[config.mk]
export PLATFORM = sky130hd
export DESIGN_NAME = nvm_wear_guard
export DESIGN_NICKNAME = d
export VERILOG_FILES = /design/src/rtl/nvm_guard_pkg.sv /design/src/rtl/wg_limit_reg.sv /design/src/rtl/wg_count_bank.sv /design/src/rtl/wg_remap_table.sv /design/src/rtl/nvm_wear_guard.sv
export SDC_FILE = /design/constraint.sdc
export NUM_CORES = 1
export LEC_CHECK = 0
export ABC_AREA = 1
export ABC_CLOCK_PERIOD_IN_PS = 6400
export BUFFER_PORTS_ARGS = -buffer_cell sky130_fd_sc_hd__clkbuf_2
export CAP_MARGIN = 20
export CORE_ASPECT_RATIO = 1.5
export CORE_MARGIN = 2
export CORE_UTILIZATION = 45
export CTS_CLUSTER_DIAMETER = 150
export DETAILED_ROUTE_END_ITERATION = 8
export SYNTH_ARGS = -nofsm -noshare
export SYNTH_HDL_FRONTEND = slang
export SYNTH_SLANG_ARGS = --single-unit
[constraint.sdc]
create_clock -name clk -period 6.4 [get_ports clk]
set_clock_uncertainty 0.2 [all_clocks]
set_input_delay 0.64 -clock clk [delete_from_list [all_inputs] [get_ports clk]]
set_output_delay 0.64 -clock clk [all_outputs]
set_load 0.005 [all_outputs]
[src/rtl/nvm_guard_pkg.sv]
package nvm_guard_pkg;

    typedef enum logic [1:0] {
        KIND_MEM_WR   = 2'd0,
        KIND_LIM_WR   = 2'd1,
        KIND_LIM_RD   = 2'd2,
        KIND_STAT_CLR = 2'd3
    } req_kind_e;

    typedef enum logic [1:0] {
        GS_IDLE  = 2'd0,
        GS_GRANT = 2'd1,
        GS_DENY  = 2'd2
    } guard_state_e;

    localparam logic RSP_OK      = 1'b0;
    localparam logic RSP_BLOCKED = 1'b1;

endpackage

[src/rtl/wg_limit_reg.sv]
module wg_limit_reg #(
    parameter int CW        = 8,
    parameter int LIMIT_RST = 4
) (
    input  logic          clk,
    input  logic          rst_n,
    input  logic          wr_en,
    input  logic [CW-1:0] wr_data,
    output logic [CW-1:0] limit_q
);

    always_ff @(posedge clk or negedge rst_n) begin
        if (!rst_n) begin
            limit_q <= CW'(LIMIT_RST);
        end else if (wr_en) begin
            limit_q <= wr_data;
        end
    end

endmodule

[src/rtl/wg_count_bank.sv]
module wg_count_bank #(
    parameter int NPHYS = 10,
    parameter int CW    = 8,
    parameter int PW    = 4
) (
    input  logic          clk,
    input  logic          rst_n,
    input  logic          inc_en,
    input  logic [PW-1:0] inc_idx,
    input  logic          clr_en,
    input  logic [PW-1:0] clr_idx,
    input  logic [PW-1:0] rd_idx,
    output logic [CW-1:0] rd_cnt
);

    localparam logic [CW-1:0] CMAX = {CW{1'b1}};

    logic [CW-1:0] cnt_arr [NPHYS];

    for (genvar g = 0; g < NPHYS; g++) begin : g_ctr
        logic [CW-1:0] c_q;
        logic          hit_inc;
        logic          hit_clr;

        assign hit_inc = inc_en && (inc_idx == PW'(g));
        assign hit_clr = clr_en && (clr_idx == PW'(g));

        always_ff @(posedge clk or negedge rst_n) begin
            if (!rst_n) begin
                c_q <= '0;
            end else if (hit_clr) begin
                c_q <= '0;
            end else if (hit_inc && (c_q != CMAX)) begin
                c_q <= c_q + 1'b1;
            end
        end

        assign cnt_arr[g] = c_q;
    end

    assign rd_cnt = cnt_arr[rd_idx];

endmodule

[src/rtl/wg_remap_table.sv]
module wg_remap_table #(
    parameter int NLOG   = 8,
    parameter int NSPARE = 2,
    parameter int PW     = 4,
    parameter int LW     = 3
) (
    input  logic          clk,
    input  logic          rst_n,
    input  logic [LW-1:0] look_lb,
    output logic [PW-1:0] look_pb,
    input  logic          remap_en,
    output logic          spare_avail,
    output logic [PW-1:0] spare_pb
);

    localparam int SPW = $clog2(NSPARE + 1);

    logic [PW-1:0]  map_q [NLOG];
    logic [SPW-1:0] next_q;

    assign spare_avail = (next_q < SPW'(NSPARE));
    assign spare_pb    = PW'(NLOG) + PW'(next_q);
    assign look_pb     = map_q[look_lb];

    always_ff @(posedge clk or negedge rst_n) begin
        if (!rst_n) begin
            for (int i = 0; i < NLOG; i++) begin
                map_q[i] <= PW'(i);
            end
            next_q <= '0;
        end else if (remap_en && spare_avail) begin
            map_q[look_lb] <= spare_pb;
            next_q         <= next_q + 1'b1;
        end
    end

endmodule

[src/rtl/nvm_wear_guard.sv]
module nvm_wear_guard
    import nvm_guard_pkg::*;
#(
    parameter int NLOG      = 8,
    parameter int NSPARE    = 2,
    parameter int CW        = 8,
    parameter int LIMIT_RST = 4,
    localparam int NPHYS    = NLOG + NSPARE,
    localparam int PW       = $clog2(NPHYS),
    localparam int LW       = $clog2(NLOG)
) (
    input  logic          clk,
    input  logic          rst_n,
    input  logic          req_valid,
    output logic          req_ready,
    input  logic          req_trusted,
    input  logic [1:0]    req_kind,
    input  logic [LW-1:0] req_lblock,
    input  logic [CW-1:0] req_wdata,
    output logic          rsp_valid,
    output logic          rsp_status,
    output logic [CW-1:0] rsp_rdata,
    output logic          mem_we,
    output logic [PW-1:0] mem_pblock,
    output logic          err_pulse,
    output logic          err_sticky
);

    localparam logic [CW-1:0] CMAX = {CW{1'b1}};

    guard_state_e  state_q, state_d;
    req_kind_e     kind;
    logic          accept;
    logic          permit;
    logic [PW-1:0] cur_pb;
    logic [CW-1:0] cur_cnt;
    logic [CW-1:0] cnt_next;
    logic          cur_at_limit;
    logic          grant_mem;
    logic          do_remap;
    logic          spare_avail;
    logic [PW-1:0] spare_pb;
    logic [CW-1:0] limit_q;
    logic          lim_wr_en;
    logic          wr_q;
    logic [PW-1:0] pb_q;
    logic [CW-1:0] rdata_q;
    logic          sticky_q;

    assign kind   = req_kind_e'(req_kind);
    assign accept = req_valid && req_ready;

    wg_limit_reg #(
        .CW       (CW),
        .LIMIT_RST(LIMIT_RST)
    ) u_limit (
        .clk    (clk),
        .rst_n  (rst_n),
        .wr_en  (lim_wr_en),
        .wr_data(req_wdata),
        .limit_q(limit_q)
    );

    wg_remap_table #(
        .NLOG  (NLOG),
        .NSPARE(NSPARE),
        .PW    (PW),
        .LW    (LW)
    ) u_map (
        .clk        (clk),
        .rst_n      (rst_n),
        .look_lb    (req_lblock),
        .look_pb    (cur_pb),
        .remap_en   (do_remap),
        .spare_avail(spare_avail),
        .spare_pb   (spare_pb)
    );

    wg_count_bank #(
        .NPHYS(NPHYS),
        .CW   (CW),
        .PW   (PW)
    ) u_cnt (
        .clk    (clk),
        .rst_n  (rst_n),
        .inc_en (grant_mem),
        .inc_idx(cur_pb),
        .clr_en (do_remap),
        .clr_idx(spare_pb),
        .rd_idx (cur_pb),
        .rd_cnt (cur_cnt)
    );

    // Access decision for the request presented in GS_IDLE
    assign cur_at_limit = (cur_cnt >= limit_q);
    assign cnt_next     = (cur_cnt == CMAX) ? CMAX : (cur_cnt + 1'b1);

    always_comb begin
        unique case (kind)
            KIND_MEM_WR:   permit = req_trusted || !cur_at_limit;
            KIND_LIM_WR,
            KIND_LIM_RD,
            KIND_STAT_CLR: permit = req_trusted;
            default:       permit = 1'b0;
        endcase
    end

    assign grant_mem = accept && (kind == KIND_MEM_WR) && permit;
    assign do_remap  = grant_mem && (cnt_next >= limit_q) && spare_avail;
    assign lim_wr_en = accept && (kind == KIND_LIM_WR) && req_trusted;

    // Next-state process
    always_comb begin
        state_d = state_q;
        unique case (state_q)
            GS_IDLE: begin
                if (accept) begin
                    state_d = permit ? GS_GRANT : GS_DENY;
                end
            end
            GS_GRANT: state_d = GS_IDLE;
            GS_DENY:  state_d = GS_IDLE;
            default:  state_d = GS_IDLE;
        endcase
    end

    // State register and response payload
    always_ff @(posedge clk or negedge rst_n) begin
        if (!rst_n) begin
            state_q  <= GS_IDLE;
            wr_q     <= 1'b0;
            pb_q     <= '0;
            rdata_q  <= '0;
            sticky_q <= 1'b0;
        end else begin
            state_q <= state_d;
            if (accept) begin
                wr_q    <= grant_mem;
                pb_q    <= cur_pb;
                rdata_q <= ((kind == KIND_LIM_RD) && req_trusted) ? limit_q : '0;
                if (!permit) begin
                    sticky_q <= 1'b1;
                end else if (kind == KIND_STAT_CLR) begin
                    sticky_q <= 1'b0;
                end
            end
        end
    end

    // Output process
    always_comb begin
        req_ready  = 1'b0;
        rsp_valid  = 1'b0;
        rsp_status = RSP_OK;
        rsp_rdata  = '0;
        mem_we     = 1'b0;
        mem_pblock = '0;
        err_pulse  = 1'b0;
        unique case (state_q)
            GS_IDLE: begin
                req_ready = 1'b1;
            end
            GS_GRANT: begin
                rsp_valid  = 1'b1;
                rsp_rdata  = rdata_q;
                mem_we     = wr_q;
                mem_pblock = wr_q ? pb_q : '0;
            end
            GS_DENY: begin
                rsp_valid  = 1'b1;
                rsp_status = RSP_BLOCKED;
                err_pulse  = 1'b1;
            end
            default: begin
                req_ready = 1'b0;
            end
        endcase
    end

    assign err_sticky = sticky_q;

endmodule

==> results of run 1 <==
==> metrics by stage <==
stage               std cells  hold WS, ps  power, uW  setup slack [ps]
floorplan                1112          144       1350              2180
global placement         1340          230       1500              1020
detailed placement       1340          237       1500               884
CTS                      1372         39.2       2590              1340
global route             1372         57.0       2720               746
finish                   1372       -0.648       2570              1260
==> cell usage in the layout, fill, tap and decap left out, types with 9 or more instances in the layout <==
| cell | count |
|---|---|
| dfrtp_1 | 121 |
| nor2_1 | 98 |
| inv_2 | 9 |
| nand4_1 | 29 |
| o21ai_1 | 17 |
| xor2_1 | 59 |
| nor2_2 | 9 |
| dfstp_2 | 13 |
| o21ai_0 | 23 |
| nand2_1 | 305 |
| nand3_1 | 96 |
| a21oi_1 | 30 |
| clkbuf_2 | 33 |
| ha_1 | 32 |
| nor3_1 | 31 |
| clkbuf_16 | 17 |
| inv_1 | 149 |
==> power by group <==
| part | leakage (uW) | internal, uW | total [uW] | switching (uW) |
|---|---|---|---|---|
| sequential | 0.00153 | 925 | 974 | 49.0 |
| clock | 0.000307 | 662 | 1080 | 415 |
| combinational | 0.00311 | 176 | 516 | 340 |
| total | 0.00495 | 1760 | 2570 | 804 |
==> worst paths after layout <==
| kind | endpoint | slack, ps | cells after the start |
|---|---|---|---|
| min in group clk | u_limit.limit_q[2] | 240 | 3 |
| hold / removal | u_cnt.g_ctr[5].c_q[1] | -0.6 | 1 |
| setup / recovery | u_cnt.g_ctr[8].c_q[4] | 1260 | 30 |
| setup reg to reg | u_cnt.g_ctr[8].c_q[4] | 1410 | 29 |
| hold reg to reg | u_map.map_q[1] | 250 | 2 |
| max in group asynchronous | err_sticky | 4780 | 2 |
==> critical path: cells and delay by family <==
kind / cells / cell delay (ps)
simple gates: 19 / 2320
buf+inv: 8 / 1600
fa+ha+maj: 1 / 290
compound gates: 2 / 360
==> sequential cells by signal, summed over array words and instances, names as in the netlist <==
| register | cells |
|---|---|
| u_cnt.g_ctr.c_q | 80 |
| pb_q | 4 |
| wr_q | 1 |
| err_sticky | 1 |
| state_q | 2 |
| rdata_q | 8 |
| u_map.map_q | 28 |
| u_map.next_q | 2 |
| u_limit.limit_q | 8 |
==> layout make-up <==
class / instances / area (um2) / share of cell area, %
well taps: 217 / 272 / 2.93
clock inverters: 15 / 216 / 2.34
repair buffers: 38 / 206 / 2.23
inverters: 161 / 609 / 6.58
clock buffers: 17 / 425 / 4.60
multi-input cells: 790 / 4160 / 44.9
flip-flops and latches: 134 / 3370 / 36.4
==> cell families after synthesis <==
family / Yosys count / share of synthesized area (%)
flops: 134 / 40.5
fa+ha+maj: 32 / 4.81
xor+xnor: 63 / 6.62
buf+inv: 188 / 9.61
simple gates: 610 / 32.9
mux: 1 / 0.135
compound gates: 84 / 5.47
==> routing by layer <==
metal | up-vias | global-route usage (%) | share of wire [%] | routed length, um
met3 | 56 | 3.75 | 3.4 | 672
li1 | 3589 | - | - | -
met5 | - | 0 | 0 | 0
met4 | 0 | 11.3 | 3.8 | 763
met2 | 157 | 38.2 | 50 | 10100
met1 | 3314 | 25.6 | 43 | 8540
==> flow_summary.ini, run 1 <==
[clock_network]
cts_buffer_depth = 2
clk_pin_slew_ps = 60
root_buffer = clkbuf_16
cts_sinks = 134
postCtsSetupBuffers = 0
ctsResizeCount = 0
h-tree-depth = 4
clock_latency_ps = 440
ctsHoldBuffers = 0
cts_tree = built
cts_buffers = 17

[setup_path]
start_kind = input port
path_max_fanout = 28
critical_path_class = input port to flip-flop
crit_start = req_lblock[0]
cpMostUsedCell = nand2_1
cp_slowest_stage_delay_ps = 400
rr_startpoint = u_map.map_q[0]
worstPathRequired_ps = 6520
worst_setup_path_end_kind = flip-flop
slowest_stage = clkbuf_2
arrival_ps = 5260

[layout]
area_delta_synth_final_pct = 11.1
final_area_um2 = 9260
antenna_cells = 0
finish.utilization_pct = 51.4
nets = 1191
fillCellCount = 1800
drive_gt1_share_pct = 11.2

[place]
place_area_um2 = 8620
gp_congestion = 0.958
place_hpwl_um = 15200
io_buffers = 34

[detailed_routing]
via_count = 7116
antenna_left = 0
drt_iter0_drc = 441
drc = 0
vias_per_cell = 5.19
wirelength_um = 20000
drt_pass1_iterations = 5
wl_per_cell_um = 14.6

[floorplanning]
fp.dieH_um = 171
rows = 60
io_pins = 35
core_um2 = 18000
die_area_um2 = 19600
start_util_pct = 46.2
die_w_um = 115

[timing]
hold_violations = 1
rsz0062_at_grt = no
worst_pin_slew_ps = 778
finalCriticalPeriod_ps = 5140
finalSetupViolations = 0
fin_hold_ws_ps = -0.648
fmax_mhz = 195
maxSlewViolCount = 0
slew_headroom_pct = 48.1
period_share_pct = 80.3
setup_tns_ps = 0

[logic_synthesis]
synthCells = 1112
async_flop_share_pct = 100
yosysTopAreaCellShare_pct = 36.4
synthTopCellsByCount = 305 x nand2_1, 149 x inv_1, 121 x dfrtp_1, 98 x nor2_1, 96 x nand3_1
synth_area_leaders = dfrtp_1 36%, nand2_1 14%, inv_1 6.7%
netlist_area_um2 = 8330
yosysTopAreaCell = dfrtp_1
syn_avg_cell_area_um2 = 7.49
yosysSeqAreaShare_pct = 40.5
synth-seq-cells = 134
synth-warning-count = 0
syn_nets = 1161
synth_flop_cell = dfrtp_1
synth_edf_count = 0
post-synth-top-count-cell = nand2_1
yosys.cell_types.count = 41

[power]
p_per_area_nw_per_um2 = 277
vdd_drop_max_mv = 0.170
p_leak_uw = 0.00495

[grt]
grt_pass1_wl_um = 34100
antenna_found_initial = 0
grt_max_degree = 74
grt_pass1_vias = 7165
grt_use_total_pct = 21.9
gr-total-overflow = 0

[worst_hold_path]
min_path_type = input port to asynchronous set/reset pin

[flow_run]
drv_cap = 0

[run_status]
failed_checks = negative hold slack
status = finished with violations
No activity file was read; power rests on OpenSTA's default activity.
==> run 2: changes to the inputs <==
--- a/config.mk
+++ b/config.mk
@@ -6,7 +6,7 @@
 export NUM_CORES = 1
 export LEC_CHECK = 0
 export ABC_AREA = 1
-export ABC_CLOCK_PERIOD_IN_PS = 6400
+export ABC_CLOCK_PERIOD_IN_PS = 4600
 export BUFFER_PORTS_ARGS = -buffer_cell sky130_fd_sc_hd__clkbuf_2
 export CAP_MARGIN = 20
 export CORE_ASPECT_RATIO = 1.5
==> constraint.sdc (replaced) <==
create_clock -name clk -period 4.6 [get_ports clk]
set_clock_uncertainty 0.2 [all_clocks]
set_input_delay 0.46 -clock clk [delete_from_list [all_inputs] [get_ports clk]]
set_output_delay 0.46 -clock clk [all_outputs]
set_load 0.005 [all_outputs]
==> flow_summary.ini, run 2 (synthesis results as in run 1) <==
[floorplanning]
die_area_um2 = 19600
rows = 60
start_util_pct = 46.2
core_um2 = 18000
io_pins = 35
fp.dieH_um = 171
die_w_um = 115

[detailed_routing]
wl_per_cell_um = 14.3
via_count = 7178
wl_met3_um = 574
antenna_left = 0
dr_wl_met2_um = 10200
drt_iter0_drc = 435
wirelength_um = 20000
drc = 0
wl_met1_um = 8550
dr.max_layer_used = met4
drt_pass1_iterations = 5
vias_per_cell = 5.13

[layout]
finish.utilization_pct = 52.3
antenna_cells = 0
largest_reg_flops = 80
largestRegisters = u_cnt.g_ctr.c_q x80, u_map.map_q x28
layout.cells.most_common = nand2_1
fillCellCount = 1775
regMostFlops = u_cnt.g_ctr.c_q
area_delta_synth_final_pct = 13.2
nets = 1217
final_cell_mix = 304 x nand2_1, 149 x inv_1, 121 x dfrtp_1
drive_gt1_share_pct = 13.2
final_area_um2 = 9430

[clock_network]
clock_latency_ps = 440
h-tree-depth = 4
clk_pin_slew_ps = 60
cts_buffers = 17
cts_tree = built
postCtsSetupBuffers = 0
cts_buffer_depth = 2
root_buffer = clkbuf_16
cts_sinks = 134

[power]
seqPwrFrac_pct = 39.4
vdd_drop_max_mv = 0.219
intPower_uw = 2340
p_sw_uw = 1100
switching_share_pct = 31.9
p_per_area_nw_per_um2 = 365
pwr-share-clk_pct = 39.3
p_leak_uw = 0.00506
comb_power_share_pct = 21.3

[timing]
worst_pin_slew_ps = 795
layout_setup_ws_ps = 379
maxSlewViolCount = 0
finalCriticalPeriod_ps = 4220
period_share_pct = 91.8
setup_tns_ps = 0
fmax_mhz = 237
hold_violations = 0
slew_headroom_pct = 47.0
rsz0062_at_grt = no
finalSetupViolations = 0

[setup_path]
worst_setup_path_end_kind = flip-flop
start_kind = flip-flop
cpMostUsedCell = nand2_1
arrival_ps = 4330
critical_path_class = flip-flop to flip-flop
path_max_fanout = 38
worstPathRequired_ps = 4710
slowest_stage = dfstp_2
cp_slowest_stage_delay_ps = 550

[place]
pre_cts_ws_ps = 2.72
gp_congestion = 0.975
place_area_um2 = 8830
io_buffers = 34
place_hpwl_um = 15100

[worst_hold_path]
min_path_type = input port to flip-flop

[grt]
gr-total-overflow = 0
grt_use_total_pct = 21.9
grt_pass1_vias = 7205
grt_max_degree = 88
antenna_found_initial = 0
grt_pass1_wl_um = 34000

[flow_run]
drv_cap = 0

[run_status]
status = finished clean
==> run 2: metal layers <==
| metal | global-route usage [%] | vias up |
|---|---|---|
| li1 | - | 3666 |
| met1 | 25.9 | 3326 |
| met2 | 38.1 | 142 |
| met4 | 10.7 | 0 |
| met3 | 3.72 | 44 |
| met5 | 0 | - |
==> run 2: path summary, 6_finish.rpt <==
kind | depth (start not counted) | startpoint | end | slack [ps]
worst max-delay path | 27 | u_map.map_q[8] | u_map.map_q[15] | 380
worst min-delay path | 2 | req_wdata[0] | u_limit.limit_q[0] | 70
worst max register to register | 27 | u_map.map_q[8] | u_map.map_q[15] | 380
worst min register to register | 2 | u_map.map_q[1] | u_map.map_q[1] | 240
max in group asynchronous | 3 | rst_n | u_limit.limit_q[4] | 2860
min in group asynchronous | 2 | rst_n | u_cnt.g_ctr[4].c_q[0] | 480
==> run 2: worst max-delay path: cells and delay by family (launching register included) <==
family,cells,cell delay (ps)
AO/OA/AOI/OAI,4,650
adder cells (fa/ha/maj),1,320
buffers and inverters,4,580
flip-flops,1,550
AND/OR/NAND/NOR,18,1810
==> run 2: timing repair <==
action,4_1_cts,5_1_grt
endpoints found under the hold margin,73,0
setup endpoints to repair,0,18
hold buffers,1,0
gates resized for setup,0,2
==> run 2: metrics by stage <==
step | std cells | hold WS, ps | power [uW]
final | 1398 | 69.1 | 3440
after global placement | 1365 | 234 | 2100
after CTS | 1398 | 60.3 | 3480
after global routing | 1398 | 69.7 | 3640
after detailed placement | 1365 | 232 | 2110
after floorplan | 1112 | -35.6 | 1880
==> run 2: power by group through the flow <==
stage | clock network, uW | registers [uW] | logic [uW]
global route | 1430 | 1370 | 847
detailed placement | 0 | 1370 | 734
CTS | 1390 | 1350 | 739
finish | 1350 | 1360 | 732
floorplan | 0 | 1360 | 528
global placement | 0 | 1370 | 728
==> run 2: area by class of cell <==
type,count,area (um2),area share (%)
sequential,134,3370,35.7
timing repair buffer,64,429,4.55
multi-input combinational,790,4160,44.2
inverter,161,609,6.46
clock buffer,20,467,4.95
clock inverter,12,118,1.25
tap,217,272,2.88
